$ cat config.mk
export PLATFORM = sky130hd
export DESIGN_NAME = smram_win_ctl
export DESIGN_NICKNAME = d
export VERILOG_FILES = /design/src/rtl/smram_ctl_pkg.sv /design/src/rtl/smram_ctl_store.sv /design/src/rtl/smram_win_decode.sv /design/src/rtl/smram_access_flags.sv /design/src/rtl/smram_win_ctl.sv
export SDC_FILE = /design/constraint.sdc
export NUM_CORES = 1
export LEC_CHECK = 0
export ABC_AREA = 0
export BUFFER_PORTS_ARGS = -buffer_cell sky130_fd_sc_hd__buf_2
export CELL_PAD_IN_SITES_DETAIL_PLACEMENT = 0
export CELL_PAD_IN_SITES_GLOBAL_PLACEMENT = 1
export CORE_MARGIN = 5
export CORE_UTILIZATION = 24
export DETAILED_ROUTE_END_ITERATION = 6
export PLACE_DENSITY_LB_ADDON = 0.1
export SETUP_SLACK_MARGIN = 0.05
export SYNTH_ARGS = -nofsm -noshare
export SYNTH_HDL_FRONTEND = slang
export SYNTH_HIERARCHICAL = 1
export SYNTH_SLANG_ARGS = --single-unit
$ cat constraint.sdc
create_clock -name clk -period 1.9 [get_ports clk]
set_clock_uncertainty 0.05 [all_clocks]
set_input_delay 0 -clock clk [delete_from_list [all_inputs] [get_ports clk]]
set_output_delay 0 -clock clk [all_outputs]
set_load 0.05 [all_outputs]
$ cat src/rtl/smram_ctl_pkg.sv
package smram_ctl_pkg;
  localparam int unsigned REG_W = 8;

  // access field: [2] open request (bit 6), [1] close (bit 5), [0] lock (bit 4)
  localparam int unsigned ACC_OPEN  = 2;
  localparam int unsigned ACC_CLOSE = 1;
  localparam int unsigned ACC_LOCK  = 0;

  typedef enum logic [2:0] {
    WIN_OFF0  = 3'd0,
    WIN_OFF1  = 3'd1,
    WIN_SEG_A = 3'd2,
    WIN_SEG_B = 3'd3,
    WIN_ALI_C = 3'd4,
    WIN_ALI_D = 3'd5,
    WIN_ALI_E = 3'd6,
    WIN_ALI_F = 3'd7
  } win_code_e;

  typedef struct packed {
    logic       fix_hi;   // bit 7, never written
    logic [2:0] acc;      // bits 6:4
    logic       fix_lo;   // bit 3, never written
    logic [2:0] win;      // bits 2:0
  } smram_reg_t;

  localparam logic [2:0] ACC_OPEN_PATTERN = 3'b100;
endpackage

$ cat src/rtl/smram_ctl_store.sv
module smram_ctl_store
  import smram_ctl_pkg::*;
(
  input  logic       clk,
  input  logic       rst_n,
  input  logic       wr_en,
  input  smram_reg_t wr_val,
  output smram_reg_t cur,
  output logic       lock_q
);
  smram_reg_t nxt;
  logic       lock_d;

  always_comb begin
    nxt    = cur;
    lock_d = lock_q;
    if (wr_en) begin
      if (lock_q) begin
        nxt.acc[ACC_CLOSE] = wr_val.acc[ACC_CLOSE];
      end else begin
        nxt.acc = wr_val.acc;
        nxt.win = wr_val.win;
        if (wr_val.acc[ACC_LOCK]) begin
          lock_d            = 1'b1;
          nxt.acc[ACC_OPEN] = 1'b0;
        end
      end
    end
  end

  always_ff @(posedge clk or negedge rst_n) begin
    if (!rst_n) begin
      cur    <= '0;
      lock_q <= 1'b0;
    end else begin
      cur    <= nxt;
      lock_q <= lock_d;
    end
  end
endmodule

$ cat src/rtl/smram_win_decode.sv
module smram_win_decode
  import smram_ctl_pkg::*;
#(
  parameter int unsigned ADDR_W   = 20,
  parameter int unsigned WIN_LOG2 = 16
) (
  input  logic [2:0]        code,
  output logic              win_en,
  output logic [ADDR_W-1:0] host_base,
  output logic [ADDR_W-1:0] dram_base
);
  localparam int unsigned SEG_W = ADDR_W - WIN_LOG2;
  localparam logic [SEG_W-1:0] SEG_A = SEG_W'(4'hA);
  localparam logic [SEG_W-1:0] SEG_B = SEG_W'(4'hB);
  localparam logic [SEG_W-1:0] SEG_C = SEG_W'(4'hC);

  logic [SEG_W-1:0] host_seg, dram_seg;

  always_comb begin
    win_en   = 1'b1;
    host_seg = '0;
    dram_seg = '0;
    unique case (win_code_e'(code))
      WIN_OFF0, WIN_OFF1: win_en = 1'b0;
      WIN_SEG_A: begin host_seg = SEG_A; dram_seg = SEG_A; end
      WIN_SEG_B: begin host_seg = SEG_B; dram_seg = SEG_B; end
      default: begin
        host_seg = SEG_C + SEG_W'(code[1:0]);
        dram_seg = SEG_A;
      end
    endcase
  end

  assign host_base = {host_seg, {WIN_LOG2{1'b0}}};
  assign dram_base = {dram_seg, {WIN_LOG2{1'b0}}};
endmodule

$ cat src/rtl/smram_access_flags.sv
module smram_access_flags
  import smram_ctl_pkg::*;
(
  input  logic [2:0] acc,
  output logic       ext_open,
  output logic       smm_en
);
  assign ext_open = (acc == ACC_OPEN_PATTERN);
  assign smm_en   = ~acc[ACC_CLOSE];
endmodule

$ cat src/rtl/smram_win_ctl.sv
module smram_win_ctl
  import smram_ctl_pkg::*;
#(
  parameter int unsigned ADDR_W   = 20,
  parameter int unsigned WIN_LOG2 = 16
) (
  input  logic              clk,
  input  logic              rst_n,
  input  logic              wr_en,
  input  logic [7:0]        wr_data,
  output logic [7:0]        reg_rd,
  output logic              locked,
  output logic [ADDR_W-1:0] host_base,
  output logic [ADDR_W-1:0] dram_base,
  output logic              win_en,
  output logic              ext_open,
  output logic              smm_en
);
  smram_reg_t cur;
  smram_reg_t rd_view;

  smram_ctl_store u_store (
    .clk    (clk),
    .rst_n  (rst_n),
    .wr_en  (wr_en),
    .wr_val (smram_reg_t'(wr_data)),
    .cur    (cur),
    .lock_q (locked)
  );

  smram_win_decode #(.ADDR_W(ADDR_W), .WIN_LOG2(WIN_LOG2)) u_dec (
    .code      (cur.win),
    .win_en    (win_en),
    .host_base (host_base),
    .dram_base (dram_base)
  );

  smram_access_flags u_flags (
    .acc      (cur.acc),
    .ext_open (ext_open),
    .smm_en   (smm_en)
  );

  always_comb begin
    rd_view              = cur;
    rd_view.acc[ACC_LOCK] = locked;
  end
  assign reg_rd = rd_view;
endmodule

==> results.py <==
metrics = {
    "worst_setup_path": {
        "crit_path_top_delay_cell": "dlygate4sd3_1",
        "cpPeakStageDelay_ps": 560,
        "crit_chain": "dlygate4sd3_1, buf_2, mux2_2, dlygate4sd3_1",
        "criticalPathCategory": "primary input to flip-flop",
        "arrival_ps": 1520,
        "required_ps": 1980,
        "worst_setup_path_start_kind": "primary input",
        "critPathMaxFanout": 3,
        "cpMostUsedCell": "dlygate4sd3_1",
        "critPathCaptureType": "flip-flop",
    },
    "clock_network": {
        "path_clk_slew_ps": 50,
        "post-cts-setup-buffers": 0,
        "cts_buffers": 3,
        "cts.sinks": 7,
        "root_buffer": "clkbuf_4",
        "clockBufferDepth": 2,
        "cts-resized-gates": 0,
        "tritoncts": "done",
        "clk_latency_ps": 250,
        "htree_num_levels": 1,
    },
    "sta": {
        "fin_setup_tns_ps": 0,
        "fin_crit_ps": 1440,
        "max_freq_mhz": 694,
        "grt_setup_unrepaired": "no",
        "finalHoldViolCount": 0,
        "slew_violations": 0,
        "min_period_over_period_pct": 75.9,
        "setup_viol": 0,
        "whs_ps": 59.4,
    },
    "die": {
        "dieHeight_um": 60.6,
        "die_area_sq_um": 3680,
        "start_util_pct": 25.1,
        "boundaryPins": 63,
        "die_w_um": 60.6,
        "core_area_sq_um": 2450,
        "rows": 18,
    },
    "power": {
        "p_seq_share_pct": 23.5,
        "p_switching_uw": 513,
        "p_comb_share_pct": 61.0,
        "p_clk_share_pct": 15.5,
        "vdd_drop_max_v": 0.000541,
        "internal_power_uw": 351,
        "leakagePower_nw": 0.400,
        "swShare_pct": 59.4,
        "powerDensity_nw_per_um2": 1180,
    },
    "drt": {
        "ant_nets": 0,
        "drtPass1Iterations": 4,
        "drc": 0,
        "drt_iter0_drc": 5,
        "drt_wl_total_um": 1180,
        "wl_per_cell_um": 9.36,
        "vias": 407,
        "vias_per_cell": 3.23,
    },
    "global_route": {
        "grt_pass1_wl_um": 1520,
        "grt_start_max_net_pins": 9,
        "grt_overflow": 0,
        "grt_pass1_vias": 356,
        "grt_use_total_pct": 6.02,
        "antenna_found_initial": 0,
    },
    "worst_hold_path": {
        "hold_class": "primary input to flip-flop",
    },
    "place": {
        "gp_congestion": 0.632,
        "portBuffers": 25,
        "dp_hpwl_um": 984,
    },
    "synthesis": {
        "avgSynthCellArea_sq_um": 9.62,
        "synth_largest_area_cell": "buf_4",
        "yosys.area.top_type_share_pct": 45.1,
        "ys_warn_count": 6,
        "ys_ff_latch": 7,
        "seq_area_frac_synth_pct": 28.5,
        "synthCells": 64,
        "syn_area_sq_um": 616,
        "synth.area.top_cells": "buf_4 45%, dfrtp_1 28%, mux2_2 11%",
        "ys_types": 13,
    },
    "finish": {
        "antenna_cells": 0,
        "layout-drive-gt1-share_pct": 38.5,
        "areaGrowthSynthToFinish_pct": 19.1,
        "num-nets-final": 108,
    },
    "run": {
        "drv_cap": 0,
    },
    "outcome": {
        "status": "completed",
    },
}
-- routing by layer --
metal	track usage (%)	wire (um)	vias up
met1	5.56	372	177
li1	-	-	189
met2	10.4	557	41
met3	4.47	249	0
met5	0	0	-
met4	1.86	0	0
-- worst paths after layout --
path | end | slack [ps] | from | cells after the start
max reg2reg | u_store/cur[5]$_DFFE_PN0P_ | 490 | u_store/cur[5]$_DFFE_PN0P_ | 2
min | u_store/cur[6]$_DFFE_PN0P_ | 60 | wr_data[6] | 3
max | u_store/cur[5]$_DFFE_PN0P_ | 460 | wr_en | 4
min reg2reg | u_store/cur[6]$_DFFE_PN0P_ | 460 | u_store/cur[6]$_DFFE_PN0P_ | 1
max in group asynchronous | u_store/cur[5]$_DFFE_PN0P_ | 1560 | rst_n | 2
min in group asynchronous | u_store/cur[0]$_DFFE_PN0P_ | 70 | rst_n | 2
-- power by group through the flow --
stage | Clock [mW] | Combinational (mW) | Sequential, mW
3_3_place_gp | 0 | 0.515 | 0.205
3_5_place_dp | 0 | 0.514 | 0.207
5_1_grt | 0.153 | 0.548 | 0.209
4_1_cts | 0.142 | 0.529 | 0.204
2_1_floorplan | 0 | 0.431 | 0.274
6_report | 0.134 | 0.528 | 0.203
-- cell families (layout without fill, tap and decap cells) --
family / after synthesis / after routing / synth area share (%)
buf+inv: 40 / 39 / 47.0
flops: 7 / 7 / 28.5
simple gates: 7 / 7 / 9.76
mux: 6 / 6 / 11.0
other cells: 2 / 35 / 1.22
compound gates: 2 / 2 / 2.64
-- critical path, delay by kind of cell --
| kind | cells | cell delay (ps) |
|---|---|---|
| buffers and inverters | 3 | 1200 |
| multiplexers | 1 | 320 |
-- synthesized netlist by cell type --
cell,number
a21o_2,1
and3b_1,1
buf_4,37
clkbuf_1,2
conb_1,2
dfrtp_1,7
inv_1,1
mux2_2,6
nor2b_1,1
nor2b_4,1
nor3b_2,1
o21a_1,1
or2_1,3
-- sequential cells by signal, summed over array words and instances (netlist names) --
| signal | cells |
|---|---|
| u_store/cur | 6 |
| u_store/lock_q | 1 |
-- area by class of cell --
type	instances	area [sq um]
Fill cell	274	1720
Multi-Input combinational cell	50	275
Timing Repair Buffer	34	215
Sequential cell	7	175
Tap cell	30	37.5
Clock buffer	4	26.3
Inverter	1	3.75
-- cell usage in the layout (no fill, tap or decap) --
master and instances:
a21o_2 1, and3b_1 1, buf_2 25, clkbuf_1 1, clkbuf_4 3, conb_1 35, dfrtp_1 7, dlygate4sd3_1 9
inv_1 1, mux2_2 6, nor2b_1 1, nor2b_4 1, nor3b_2 1, o21a_1 1, or2_1 3
-- repair_timing --
action	CTS	global route
endpoints found under the hold margin	13	0
endpoints found under the setup margin	0	0
hold buffers	9	0
-- stage by stage --
stage | cell area [sq um] | total power [mW] | utilization, % | instances | worst slack, ps
final | 733 | 0.865 | 29.9 | 126 | 458
after global routing | 733 | 0.910 | 29.9 | 126 | 420
after CTS | 733 | 0.876 | 29.9 | 126 | 460
after detailed placement | 617 | 0.721 | 25.1 | 113 | 752
after global placement | 617 | 0.720 | 25.1 | 113 | 749
after floorplan | 739 | 0.704 | - | 97 | 404
No activity file was read; power rests on OpenSTA's default activity.
